`src/rtl/csdec_pkg.sv`:
```
package csdec_pkg;

  localparam int ADDR_W     = 32;
  localparam int BASE_SHIFT = 24;
  localparam int BASE_W     = 6;
  localparam int MASK_W     = 4;
  localparam int WORD_W     = 12;
  localparam int VALID_POS  = 6;

  localparam logic [WORD_W-1:0] WIN_KEEP  = 12'hF7F;
  localparam logic [WORD_W-1:0] WIN_RESET = 12'hF00;

  typedef enum logic [1:0] {
    ROUTE_NONE   = 2'd0,
    ROUTE_DIRECT = 2'd1,
    ROUTE_NAND   = 2'd2,
    ROUTE_FIFO   = 2'd3
  } route_e;

  typedef enum logic [1:0] {
    WK_WINDOW   = 2'd0,
    WK_DEVICE   = 2'd1,
    WK_PREFETCH = 2'd2,
    WK_SPARE    = 2'd3
  } wkind_e;

  typedef struct packed {
    logic [MASK_W-1:0] mask;
    logic              spare;
    logic              valid;
    logic [BASE_W-1:0] base;
  } win_word_t;

  // Window byte count for a mask code, one bit wider than the address.
  function automatic logic [ADDR_W:0] win_span(input logic [MASK_W-1:0] m);
    logic [ADDR_W-1:0] lim;
    lim = 32'h0FFF_FFFF & ~{4'h0, m, 24'h0};
    return {1'b0, lim} + 33'd1;
  endfunction

  function automatic logic [ADDR_W-1:0] win_start(input logic [BASE_W-1:0] b);
    return {2'b00, b, 24'h0};
  endfunction

  function automatic logic mask_legal(input logic [MASK_W-1:0] m, input logic allow_full);
    return (m == 4'h8) || (m == 4'hC) || (m == 4'hE) || (m == 4'hF) ||
           (allow_full && (m == 4'h0));
  endfunction

endpackage

```
`src/rtl/cs_cfg_regs.sv`:
```
module cs_cfg_regs
  import csdec_pkg::*;
#(
  parameter int NUM_CS = 8,
  parameter int CS_W   = 3
) (
  input  logic                          clk,
  input  logic                          rst_n,
  input  logic                          wr_en,
  input  logic [1:0]                    wr_kind,
  input  logic [CS_W-1:0]               wr_cs,
  input  logic [31:0]                   wr_data,
  output logic [NUM_CS-1:0][WORD_W-1:0] win_q,
  output logic [NUM_CS-1:0][1:0]        dev_q,
  output logic                          pf_en_q,
  output logic [CS_W-1:0]               pf_cs_q
);

  logic wr_window;
  logic wr_device;
  logic wr_prefetch;

  assign wr_window   = wr_en && (wkind_e'(wr_kind) == WK_WINDOW);
  assign wr_device   = wr_en && (wkind_e'(wr_kind) == WK_DEVICE);
  assign wr_prefetch = wr_en && (wkind_e'(wr_kind) == WK_PREFETCH);

  for (genvar i = 0; i < NUM_CS; i++) begin : g_cs
    localparam logic [WORD_W-1:0] RST_WORD =
      (i == 0) ? (WIN_RESET | (12'h1 << VALID_POS)) : WIN_RESET;

    always_ff @(posedge clk or negedge rst_n) begin
      if (!rst_n) begin
        win_q[i] <= RST_WORD;
        dev_q[i] <= 2'b00;
      end else begin
        if (wr_window && (wr_cs == CS_W'(i))) win_q[i] <= wr_data[WORD_W-1:0] & WIN_KEEP;
        if (wr_device && (wr_cs == CS_W'(i))) dev_q[i] <= wr_data[11:10];
      end
    end
  end

  always_ff @(posedge clk or negedge rst_n) begin
    if (!rst_n) begin
      pf_en_q <= 1'b0;
      pf_cs_q <= '0;
    end else if (wr_prefetch) begin
      pf_en_q <= wr_data[7];
      pf_cs_q <= wr_data[24 +: CS_W];
    end
  end

  p_win_write_r1: assert property (@(posedge clk) disable iff (!rst_n)
    wr_window |=> (win_q[$past(wr_cs)] == ($past(wr_data[WORD_W-1:0]) & WIN_KEEP)));

  p_pf_write_r9: assert property (@(posedge clk) disable iff (!rst_n)
    wr_prefetch |=> (pf_en_q == $past(wr_data[7])));

  p_hold_r10: assert property (@(posedge clk) disable iff (!rst_n)
    !wr_en |=> ($stable(win_q) && $stable(dev_q) && $stable(pf_en_q) && $stable(pf_cs_q)));

endmodule

```
`src/rtl/cs_window_match.sv`:
```
module cs_window_match
  import csdec_pkg::*;
#(
  parameter bit ALLOW_FULL_MASK = 1'b0
) (
  input  logic [WORD_W-1:0] word_i,
  input  logic [1:0]        dev_i,
  input  logic              fifo_claim_i,
  input  logic [ADDR_W-1:0] addr_i,
  output logic              hit_o,
  output logic [ADDR_W-1:0] offset_o,
  output logic [1:0]        route_o,
  output logic              bad_mask_o
);

  win_word_t         w;
  logic [ADDR_W:0]   span;
  logic [ADDR_W:0]   lo;
  logic [ADDR_W:0]   hi;
  logic [ADDR_W:0]   a_ext;
  route_e            rt;

  assign w     = win_word_t'(word_i);
  assign span  = win_span(w.mask);
  assign lo    = {1'b0, win_start(w.base)};
  assign hi    = lo + span;
  assign a_ext = {1'b0, addr_i};

  assign hit_o      = w.valid && (a_ext >= lo) && (a_ext < hi);
  assign offset_o   = addr_i & (span[ADDR_W-1:0] - 32'd1);
  assign bad_mask_o = w.valid && !mask_legal(w.mask, ALLOW_FULL_MASK);

  always_comb begin
    if (dev_i == 2'b00)    rt = ROUTE_DIRECT;
    else if (fifo_claim_i) rt = ROUTE_FIFO;
    else                   rt = ROUTE_NAND;
  end
  assign route_o = rt;

endmodule

```
`src/rtl/cs_priority_pick.sv`:
```
module cs_priority_pick
  import csdec_pkg::*;
#(
  parameter int NUM_CS = 8
) (
  input  logic                          clk,
  input  logic                          rst_n,
  input  logic [NUM_CS-1:0]             hits_i,
  input  logic [NUM_CS-1:0][ADDR_W-1:0] offs_i,
  input  logic [NUM_CS-1:0][1:0]        routes_i,
  output logic [NUM_CS-1:0]             sel_o,
  output logic                          any_o,
  output logic                          multi_o,
  output logic [ADDR_W-1:0]             offset_o,
  output logic [1:0]                    route_o
);

  localparam int CNT_W = $clog2(NUM_CS + 1);

  logic [CNT_W-1:0] n_hits;

  assign sel_o = hits_i & (~hits_i + NUM_CS'(1));
  assign any_o = |hits_i;

  always_comb begin
    n_hits   = '0;
    offset_o = '0;
    route_o  = ROUTE_NONE;
    for (int i = 0; i < NUM_CS; i++) begin
      n_hits = n_hits + CNT_W'(hits_i[i]);
      if (sel_o[i]) begin
        offset_o = offs_i[i];
        route_o  = routes_i[i];
      end
    end
  end

  assign multi_o = (n_hits > CNT_W'(1));

  p_sel_onehot_r7: assert property (@(posedge clk) disable iff (!rst_n)
    $onehot0(sel_o) && ((sel_o & ~hits_i) == '0));

  p_multi_needs_hit_r7: assert property (@(posedge clk) disable iff (!rst_n)
    multi_o |-> ($countones(hits_i) >= 2) && any_o);

  p_quiet_on_miss_r11: assert property (@(posedge clk) disable iff (!rst_n)
    !any_o |-> (offset_o == '0) && (route_o == ROUTE_NONE) && (sel_o == '0));

endmodule

```
`src/rtl/cs_window_decoder.sv`:
```
module cs_window_decoder
  import csdec_pkg::*;
#(
  parameter int NUM_CS          = 8,
  parameter bit ALLOW_FULL_MASK = 1'b0,
  localparam int CS_W           = $clog2(NUM_CS)
) (
  input  logic              clk,
  input  logic              rst_n,
  input  logic              wr_en,
  input  logic [1:0]        wr_kind,
  input  logic [CS_W-1:0]   wr_cs,
  input  logic [31:0]       wr_data,
  input  logic [31:0]       req_addr,
  output logic [NUM_CS-1:0] cs_sel,
  output logic              cs_hit,
  output logic [31:0]       cs_offset,
  output logic [1:0]        cs_route,
  output logic              multi_hit,
  output logic [NUM_CS-1:0] mask_err
);

  logic [NUM_CS-1:0][WORD_W-1:0] win_q;
  logic [NUM_CS-1:0][1:0]        dev_q;
  logic                          pf_en_q;
  logic [CS_W-1:0]               pf_cs_q;

  logic [NUM_CS-1:0]             hits;
  logic [NUM_CS-1:0][ADDR_W-1:0] offs;
  logic [NUM_CS-1:0][1:0]        routes;
  logic [NUM_CS-1:0]             valid_vec;
  logic [NUM_CS-1:0]             claim_vec;

  cs_cfg_regs #(.NUM_CS(NUM_CS), .CS_W(CS_W)) u_regs (
    .clk     (clk),
    .rst_n   (rst_n),
    .wr_en   (wr_en),
    .wr_kind (wr_kind),
    .wr_cs   (wr_cs),
    .wr_data (wr_data),
    .win_q   (win_q),
    .dev_q   (dev_q),
    .pf_en_q (pf_en_q),
    .pf_cs_q (pf_cs_q)
  );

  for (genvar i = 0; i < NUM_CS; i++) begin : g_win
    assign valid_vec[i] = win_q[i][VALID_POS];
    assign claim_vec[i] = pf_en_q && (pf_cs_q == CS_W'(i));

    cs_window_match #(.ALLOW_FULL_MASK(ALLOW_FULL_MASK)) u_match (
      .word_i       (win_q[i]),
      .dev_i        (dev_q[i]),
      .fifo_claim_i (claim_vec[i]),
      .addr_i       (req_addr),
      .hit_o        (hits[i]),
      .offset_o     (offs[i]),
      .route_o      (routes[i]),
      .bad_mask_o   (mask_err[i])
    );
  end

  cs_priority_pick #(.NUM_CS(NUM_CS)) u_pick (
    .clk      (clk),
    .rst_n    (rst_n),
    .hits_i   (hits),
    .offs_i   (offs),
    .routes_i (routes),
    .sel_o    (cs_sel),
    .any_o    (cs_hit),
    .multi_o  (multi_hit),
    .offset_o (cs_offset),
    .route_o  (cs_route)
  );

  p_invalid_no_hit_r4: assert property (@(posedge clk) disable iff (!rst_n)
    (cs_sel & ~valid_vec) == '0);

  p_mask_err_valid_r6: assert property (@(posedge clk) disable iff (!rst_n)
    (mask_err & ~valid_vec) == '0);

  p_fifo_needs_claim_r9: assert property (@(posedge clk) disable iff (!rst_n)
    (cs_route == ROUTE_FIFO) |-> (pf_en_q && ((cs_sel & claim_vec) != '0)));

  p_direct_never_fifo_r9: assert property (@(posedge clk) disable iff (!rst_n)
    ((cs_sel & claim_vec) != '0) && (cs_route != ROUTE_FIFO) |-> (cs_route == ROUTE_DIRECT));

endmodule

```
`config.mk`:
```
export PLATFORM = sky130hd
export DESIGN_NAME = cs_window_decoder
export DESIGN_NICKNAME = d
export VERILOG_FILES = /design/src/rtl/csdec_pkg.sv /design/src/rtl/cs_cfg_regs.sv /design/src/rtl/cs_window_match.sv /design/src/rtl/cs_priority_pick.sv /design/src/rtl/cs_window_decoder.sv
export SDC_FILE = /design/constraint.sdc
export NUM_CORES = 1
export LEC_CHECK = 0
export ABC_AREA = 1
export BUFFER_PORTS_ARGS = -buffer_cell sky130_fd_sc_hd__buf_2
export CORE_ASPECT_RATIO = 1.2
export CORE_MARGIN = 2
export CORE_UTILIZATION = 61
export CTS_CLUSTER_SIZE = 25
export DETAILED_ROUTE_END_ITERATION = 10
export GPL_ROUTABILITY_DRIVEN = 0
export HOLD_SLACK_MARGIN = 0.02
export PLACE_DENSITY = 0.82
export RECOVER_POWER = 50
export SYNTH_ARGS = -nofsm -noshare
export SYNTH_HDL_FRONTEND = slang
export SYNTH_SLANG_ARGS = --single-unit
```
`constraint.sdc`:
```
create_clock -name clk -period 6.3 [get_ports clk]
set_input_delay 0 -clock clk [delete_from_list [all_inputs] [get_ports clk]]
set_output_delay 0 -clock clk [all_outputs]
set_load 0.02 [all_outputs]
```
==> summary.md, run 1 <==
| Metric | Value |
|---|---|
| Status | `finished with violations` |
| Failing checks | `capacitance limit, slew limit` |
| Post-synth top cells | `nand2_1, inv_1, ha_1` |
| Final Skew | `0 ns` |
| Total track usage | `approximately a third` |
| Peak VDD IR | `about 160 uV` |
| Final WL | `about 33000 um` |
| DR WL/cell | `around 17 um` |
| Setup CP Type | `reg -> out` |
| CTS Buf Count | `9` |
| DIE WIDTH | `~130 um` |
| Post-route worst setup slack | `0.345 ns` |
| Setup Fix Bufs, Post-CTS | `0` |
| Cells after synthesis | `between 1500 and 2000` |
| CTS sink cnt | `108` |
| CTS tree | `built` |
| Fillcell total | `~1600` |
| Layout cell share with drive strength beyond 1 | `12.8%` |
| Post-synth top area cell | `ha_1` |
| Fmax | `approximately 170 MHz` |
| Post-Syn Area per Cell | `around 7 sq um` |
| CTS root buffer | `clkbuf_16` |
| Slew Viols, Final | `around 110` |
| Hold Path Stages | `4` |
| TNS Setup | `0 ns` |
| Global-route wire length before repair | `about 52000 um` |
| Finished Layout Cells | `a little under 2000` |
| Vias per cell | `around 5.7` |
| Relative slew slack | `-141%` |
| Post-synth ARST share | `100%` |
| Leak | `between 6 and 7 nW` |
| Worst-margin pin slew | `about 3.6 ns` |
| WL met2 | `roughly 15000 um` |
| First-pass DRT Iterations | `5` |
| Area grow syn2layout | `8.49%` |
| Max-Cap Viols | `2` |
| Critical Path Stages | `28` |
| Register-to-Register Path Depth | `2` |
| Top-count cell post-synth | `nand2_1` |
| Mapped Area | `approximately 11000 sq um` |
| Number of top-level pins | `roughly 120` |
| Sequential-to-total area share from yosys stat | `between 20% and 30%` |
| Worst Path Arrival | `about 6.0 ns` |
| Crit-path leading delay family | `adder cells` |
| Pwr dens | `a little under 300 nW/um^2` |
| H-tree levels | `3` |
| CP max stage delay | `roughly 0.59 ns` |
| Crit-path max FO | `7` |
| Initial DRC Count | `a little over 800` |
| Buffers & Inverters on Critical Path | `4` |
| Total number of vias | `approximately 11000` |
| Clock tree buffer depth | `2` |
| Hold Crit Class | `in -> reg` |
| Vias in the first global route | `between 10000 and 15000` |
| Dpl cells | `just under 2000` |
| GRT overflow | `0` |
| CP startpoint kind | `flop` |
| Tcrit/Tclk final | `94.5%` |
| Number of diodes | `0` |
| Initial antenna violation count | `0` |
| Max Used Layer | `met4` |
| CP most frequent cell | `nor2_1` |
| DIE HEIGHT | `154 um` |
| Clock Pin Slew Worst Setup and Hold Paths | `approximately 0.070 ns` |
| Worst Path Required | `~6.3 ns` |
| Synth top area cells | `ha_1, dfrtp_1, nand2_1` |
| Worst-Skew Late Latency | `roughly 0.35 ns` |
| WL met3 | `between 2000 and 3000 um` |
| Largest net degree at the start of global routing | `67` |
| Main synth FF type | `dfrtp_1` |
| Final setup viols | `0` |
| Syn_nets | `roughly 1900` |
| PortBufs | `approximately 110` |
| Slowest-stage cell, CP | `dfstp_2` |
| Endpoint class of the critical path | `output pin` |
| YS warnings | `0` |
| RSZ-0062 raised after global routing | `false` |
| Core Box Area | `approximately 18000 sq um` |
| Row count | `54` |
| Share of the synthesized area in the top cell type | `about a fifth` |
| Post-route antenna net violation count | `0` |
| Count of different cell masters after synthesis | `between 40 and 50` |
| EDFF count, synth | `0` |
| Fin crit period | `5.95 ns` |
| Pre-CTS setup slack | `0.761 ns` |
| Die area | `approximately 20000 sq um` |
| Starting Density | `between 60 and 70%` |
| Dpl hpwl | `around 25000 um` |
| Seq cells post-synth | `~110` |
| DRC Markers | `0` |
| Hold Fails Final Rpt | `0` |
| # nets final | `1991` |
| Wire length on met1 | `~13000 um` |
[state kept, by name, summed over array words and instances, names as in the netlist]
register and cells:
u_regs.pf_cs_q 3, u_regs.pf_en_q 1, u_regs.win_q 88, u_regs.dev_q 16
[timing repair]
| item | 4_1_cts | 5_1_grt |
|---|---|---|
| endpoints found under the hold margin | 46 | 0 |
| hold buffers | 5 | 0 |
| setup endpoints to repair | 0 | 3 |
| resized for setup | 0 | 4 |
[report_power, final]
part	internal, W	total (W)	switching, W	leakage [nW]
combinational	0.000802	0.00209	0.00128	5.23
sequential	0.000853	0.000991	0.000138	1.31
clock	0.000307	0.000571	0.000264	0.136
[layout by cell type (no fill, tap or decap), types with 8 or more instances in the layout]
cell type  count
ha_1         173
buf_2        104
a21o_1        10
inv_2          8
nor2_2        25
nand4_1        9
nand2_1      418
a21oi_1       83
xor2_1        27
inv_1        244
dfrtp_1       75
o21ai_0      139
nor3_1        33
a31oi_1        9
or2_2         10
nand3_1       82
fa_1          12
dfstp_2       33
xnor2_1       17
nor2_1       141
clkbuf_16      9
[routing by layer]
| metal | vias to the layer above | track usage (%) |
|---|---|---|
| met1 | 5128 | 42.2 |
| met5 | - | 0 |
| met3 | 125 | 4.35 |
| met2 | 472 | 55.2 |
| li1 | 5470 | - |
| met4 | 0 | 19.1 |
[worst reg2reg max path, cell delays in order, from the launching register on]
cell and delay (ns):
dfstp_2 0.61, nand2_1 0.07, o21ai_0 0.10
[path summary, 6_finish.rpt]
| check | from | end | slack, ns |
|---|---|---|---|
| hold / removal | wr_cs[2] | u_regs.dev_q[0] | 0.07 |
| setup / recovery | u_regs.win_q[56] | multi_hit | 0.35 |
| max in group asynchronous | rst_n | u_regs.win_q[42] | 1.04 |
| setup reg to reg | u_regs.win_q[68] | u_regs.win_q[68] | 5.44 |
| hold reg to reg | u_regs.dev_q[0] | u_regs.dev_q[0] | 0.48 |
| min in group asynchronous | rst_n | u_regs.win_q[0] | 0.89 |
[area by class of cell]
class                      instances  area [sq um]  share of cell area (%)
multi-input combinational       1242          7430                    60.2
sequential                       108          2740                    22.2
inverter                         256           977                    7.92
timing repair buffer             117           619                    5.02
tap                              224           280                    2.27
clock buffer                      11           233                    1.89
clock inverter                     4          51.3                   0.416
[cell families after synthesis]
| group | share of synthesized area, % |
|---|---|
| simple gates | 27.7 |
| buf+inv | 10.6 |
| compound gates | 12.9 |
| fa+ha+maj | 21.1 |
| flops | 24.1 |
| xor+xnor | 3.39 |
| mux | 0.0990 |
[metrics by stage]
stage | utilization (%) | instance area, sq um | power [W] | hold WS [ns]
final | 67.6 | 12300 | 0.00365 | 0.0722
after global routing | 67.6 | 12300 | 0.00400 | 0.130
after CTS | 67.6 | 12300 | 0.00363 | 0.0660
after detailed placement | 65.8 | 12000 | 0.00305 | 0.0180
after global placement | 65.8 | 12000 | 0.00295 | 0.0106
after floorplan | - | 11400 | 0.00255 | -0.296
Note: power is estimated with default switching activity, not from simulation.
==> run 2: changes to the inputs <==
Settings changed: ABC_AREA 1 to unset, CORE_UTILIZATION 61 to 60.
==> summary.md, run 2 <==
| Metric | Value |
|---|---|
| Status | `finished with violations` |
| Failing checks | `capacitance limit, slew limit` |
| DIE WIDTH | `~120 um` |
| Share of the synthesized area in the top cell type | `roughly a fifth` |
| # nets final | `between 1000 and 1500` |
| Post-Syn Area per Cell | `~9 sq um` |
| Critical path startpoint | `u_regs.win_q[8]` |
| CP startpoint kind | `flop` |
| Dpl hpwl | `roughly 22000 um` |
| Post-route worst setup slack | `about 0.30 ns` |
| Top flop regs | `u_regs.win_q x88, u_regs.dev_q x16, u_regs.pf_cs_q x3` |
| Number of top-level pins | `124` |
| CTS sink cnt | `around 110` |
| Register area | `2740 sq um` |
| Peak VDD IR | `roughly 210 uV` |
| Fin crit period | `6.00 ns` |
| Clock tree buffer depth | `2` |
| Row count | `52` |
| Vias in the first global route | `about 9100` |
| Post-synth top area cell | `ha_1` |
| GRT overflow | `0` |
| Pre-CTS setup slack | `0.632 ns` |
| CTS tree | `built` |
| Worst hold margin | `between 0.04 and 0.05 ns` |
| H-tree levels | `3` |
| Starting Density | `about three fifths` |
| EDFF count, synth | `0` |
| Hold Path Stages | `3` |
| Worst Path Required | `6.30 ns` |
| Hold wc startpoint | `wr_data[5]` |
| Worst-margin pin slew | `~3.0 ns` |
| Syn_nets | `about 1400` |
| Worst-Skew Late Latency | `0.37 ns` |
| CTS Buf Count | `9` |
| Most frequent cells in the layout | `ha_1, inv_1, buf_2` |
| Clock Pin Slew Worst Setup and Hold Paths | `0.07 ns` |
| Crit-path max FO | `11` |
| Register-to-Register Path Depth | `2` |
| Seq cells post-synth | `about 110` |
| Slew Viols, Final | `56` |
| Largest net degree at the start of global routing | `56` |
| Final setup viols | `0` |
| Total number of vias | `around 9100` |
| Initial antenna violation count | `1` |
| Pwr dens | `between 300 and 400 nW/um^2` |
| WHS Endpoint | `u_regs.win_q[77]` |
| Cells after synthesis | `1129` |
| Post-route antenna net violation count | `0` |
| Crit-path leading delay family | `simple AND/OR/NAND/NOR gates` |
| DR WL/cell | `roughly 20 um` |
| Max-Cap Viols | `1` |
| TNS Setup | `0 ns` |
| Main synth FF type | `dfrtp_1` |
| Worst-path cell chain | `inv_1, ha_2, ha_1, a21o_1, a21oi_1, o21bai_1, a21oi_1, xnor2_1, ha_1, nand3b_1, or2_2, nand3_1, nor2_2, buf_4, inv_1, ha_1, inv_1, nor4bb_2, buf_4, a2bb2o_1, o32ai_2, a21boi_0, buf_2` |
| Count of different cell masters after synthesis | `79` |
| Max reg flops | `88` |
| PortBufs | `between 100 and 150` |
| Global-route wire length before repair | `46800 um` |
| Slowest-stage cell, CP | `nor4bb_2` |
| Sequential-to-total area share from yosys stat | `about a quarter` |
| Reg2Reg Capture Point | `u_regs.win_q[82]` |
| Fillcell total | `between 1000 and 1500` |
| Leak | `~5.5 nW` |
| Core Box Area | `17000 sq um` |
| Area grow syn2layout | `10.2%` |
| Relative slew slack | `-98.0%` |
| Fmax | `around 170 MHz` |
| DRC Markers | `0` |
| Tcrit/Tclk final | `~95%` |
| Setup CP Type | `reg -> out` |
| Post-synth ARST share | `100%` |
| Endpoint class of the critical path | `output pin` |
| Final WL | `around 30000 um` |
| Post-synth top cells | `ha_1, inv_1, mux2_2` |
| Total track usage | `about 32%` |
| YS warnings | `0` |
| Vias per cell | `between 6 and 7` |
| Number of diodes | `0` |
| Critical R2R Launch | `u_regs.win_q[82]` |
| Initial DRC Count | `around 660` |
| Final Skew | `0 ns` |
| Mapped Area | `10500 sq um` |
| Worst Path Arrival | `6.00 ns` |
| Hold Crit Class | `in -> reg` |
| Top-count cell post-synth | `ha_1` |
| First-pass DRT Iterations | `5` |
| DIE HEIGHT | `about 150 um` |
| Synth top area cells | `ha_1, dfrtp_1, mux2_2` |
| Most common cell after layout, fill and taps aside | `ha_1` |
| Most flop-heavy register | `u_regs.win_q` |
| Utilization after layout | `about 68%` |
| CP max stage delay | `0.76 ns` |
| Buffers & Inverters on Critical Path | `6` |
| Layout cell share with drive strength beyond 1 | `a little under a quarter` |
| CTS root buffer | `clkbuf_16` |
| Area of the multi-input gates | `7110 sq um` |
| Hold Fails Final Rpt | `0` |
| Die area | `approximately 19000 sq um` |
| Register-to-register path setup slack | `about 5.3 ns` |
==> run 2: changes by cell type in the layout (fill, tap and decap cells not counted), sizes merged, moves of 8 or more <==
cell    previous run  this run
o21ai            141        62
nand3             84        22
and2               0        32
a211oi             5        13
nand2            426        58
or3                0        14
nor2b              0        15
nor2             173        62
o211ai             3        13
inv              253       126
nor4               3        12
xnor2             17        42
mux2               1        93
a21oi             85        52
==> run 2: cells by family (layout without fill, tap and decap cells) <==
family	Yosys count	count (layout)	share of synthesized area (%)
multiplexers	95	95	10.2
buffers and inverters	157	263	6.14
AO/OA/AOI/OAI	227	227	14.2
flip-flops	108	108	26.2
adder cells (fa/ha/maj)	185	185	23.0
AND/OR/NAND/NOR	294	294	15.0
XOR/XNOR	63	63	5.27
==> run 2: repair_timing <==
item                                    4_1_cts  5_1_grt
hold buffers                                  7        0
gates resized for setup                       0        8
buffers inserted                              0        3
endpoints found under the setup margin        0       32
hold endpoints to repair                     47        0
==> run 2: metrics by stage <==
stage,total power [W],cells,area [sq um]
global route,0.00410,1451,11500
global placement,0.00306,1425,11200
detailed placement,0.00318,1425,11200
floorplan,0.00262,1129,10500
CTS,0.00374,1448,11500
finish,0.00377,1451,11500
==> run 2: how the worst max path moves through the flow <==
| stage | endpoint | slack, ns | depth (start not counted) |
|---|---|---|---|
| floorplan | multi_hit | 1.04 | 20 |
| global placement | multi_hit | 0.74 | 21 |
| detailed placement | multi_hit | 0.63 | 21 |
| global route | multi_hit | -0.02 | 21 |
| finish | cs_offset[31] | 0.30 | 23 |
| CTS | cs_offset[24] | 0.24 | 24 |
==> run 2: worst reg2reg max path, cell delays in order (launching register included) <==
cell and delay (ns):
dfstp_2 0.56, inv_1 0.10, o21ai_0 0.25
==> run 2: metal layers <==
layer	wire length, um	part of all wire [%]	global-route usage [%]	up-vias
met2	14500	49	56.4	381
met3	2140	7.3	4.75	86
met1	11500	39	39.3	4417
li1	-	-	-	4254
met4	1360	4.6	14.6	2
met5	13	0.044	0	-
==> run 2: area by class of cell <==
cell class	count	area share [%]
multi-input cells	864	61.7
flip-flops and latches	108	23.8
repair buffers	122	5.73
inverters	125	4.07
well taps	216	2.34
clock buffers	10	1.99
clock inverters	6	0.412
==> run 2: power breakdown <==
group | internal, W | switching, W
Combinational | 0.000946 | 0.00125
Clock | 0.000272 | 0.000283
Sequential | 0.000868 | 0.000155
Total | 0.00209 | 0.00169
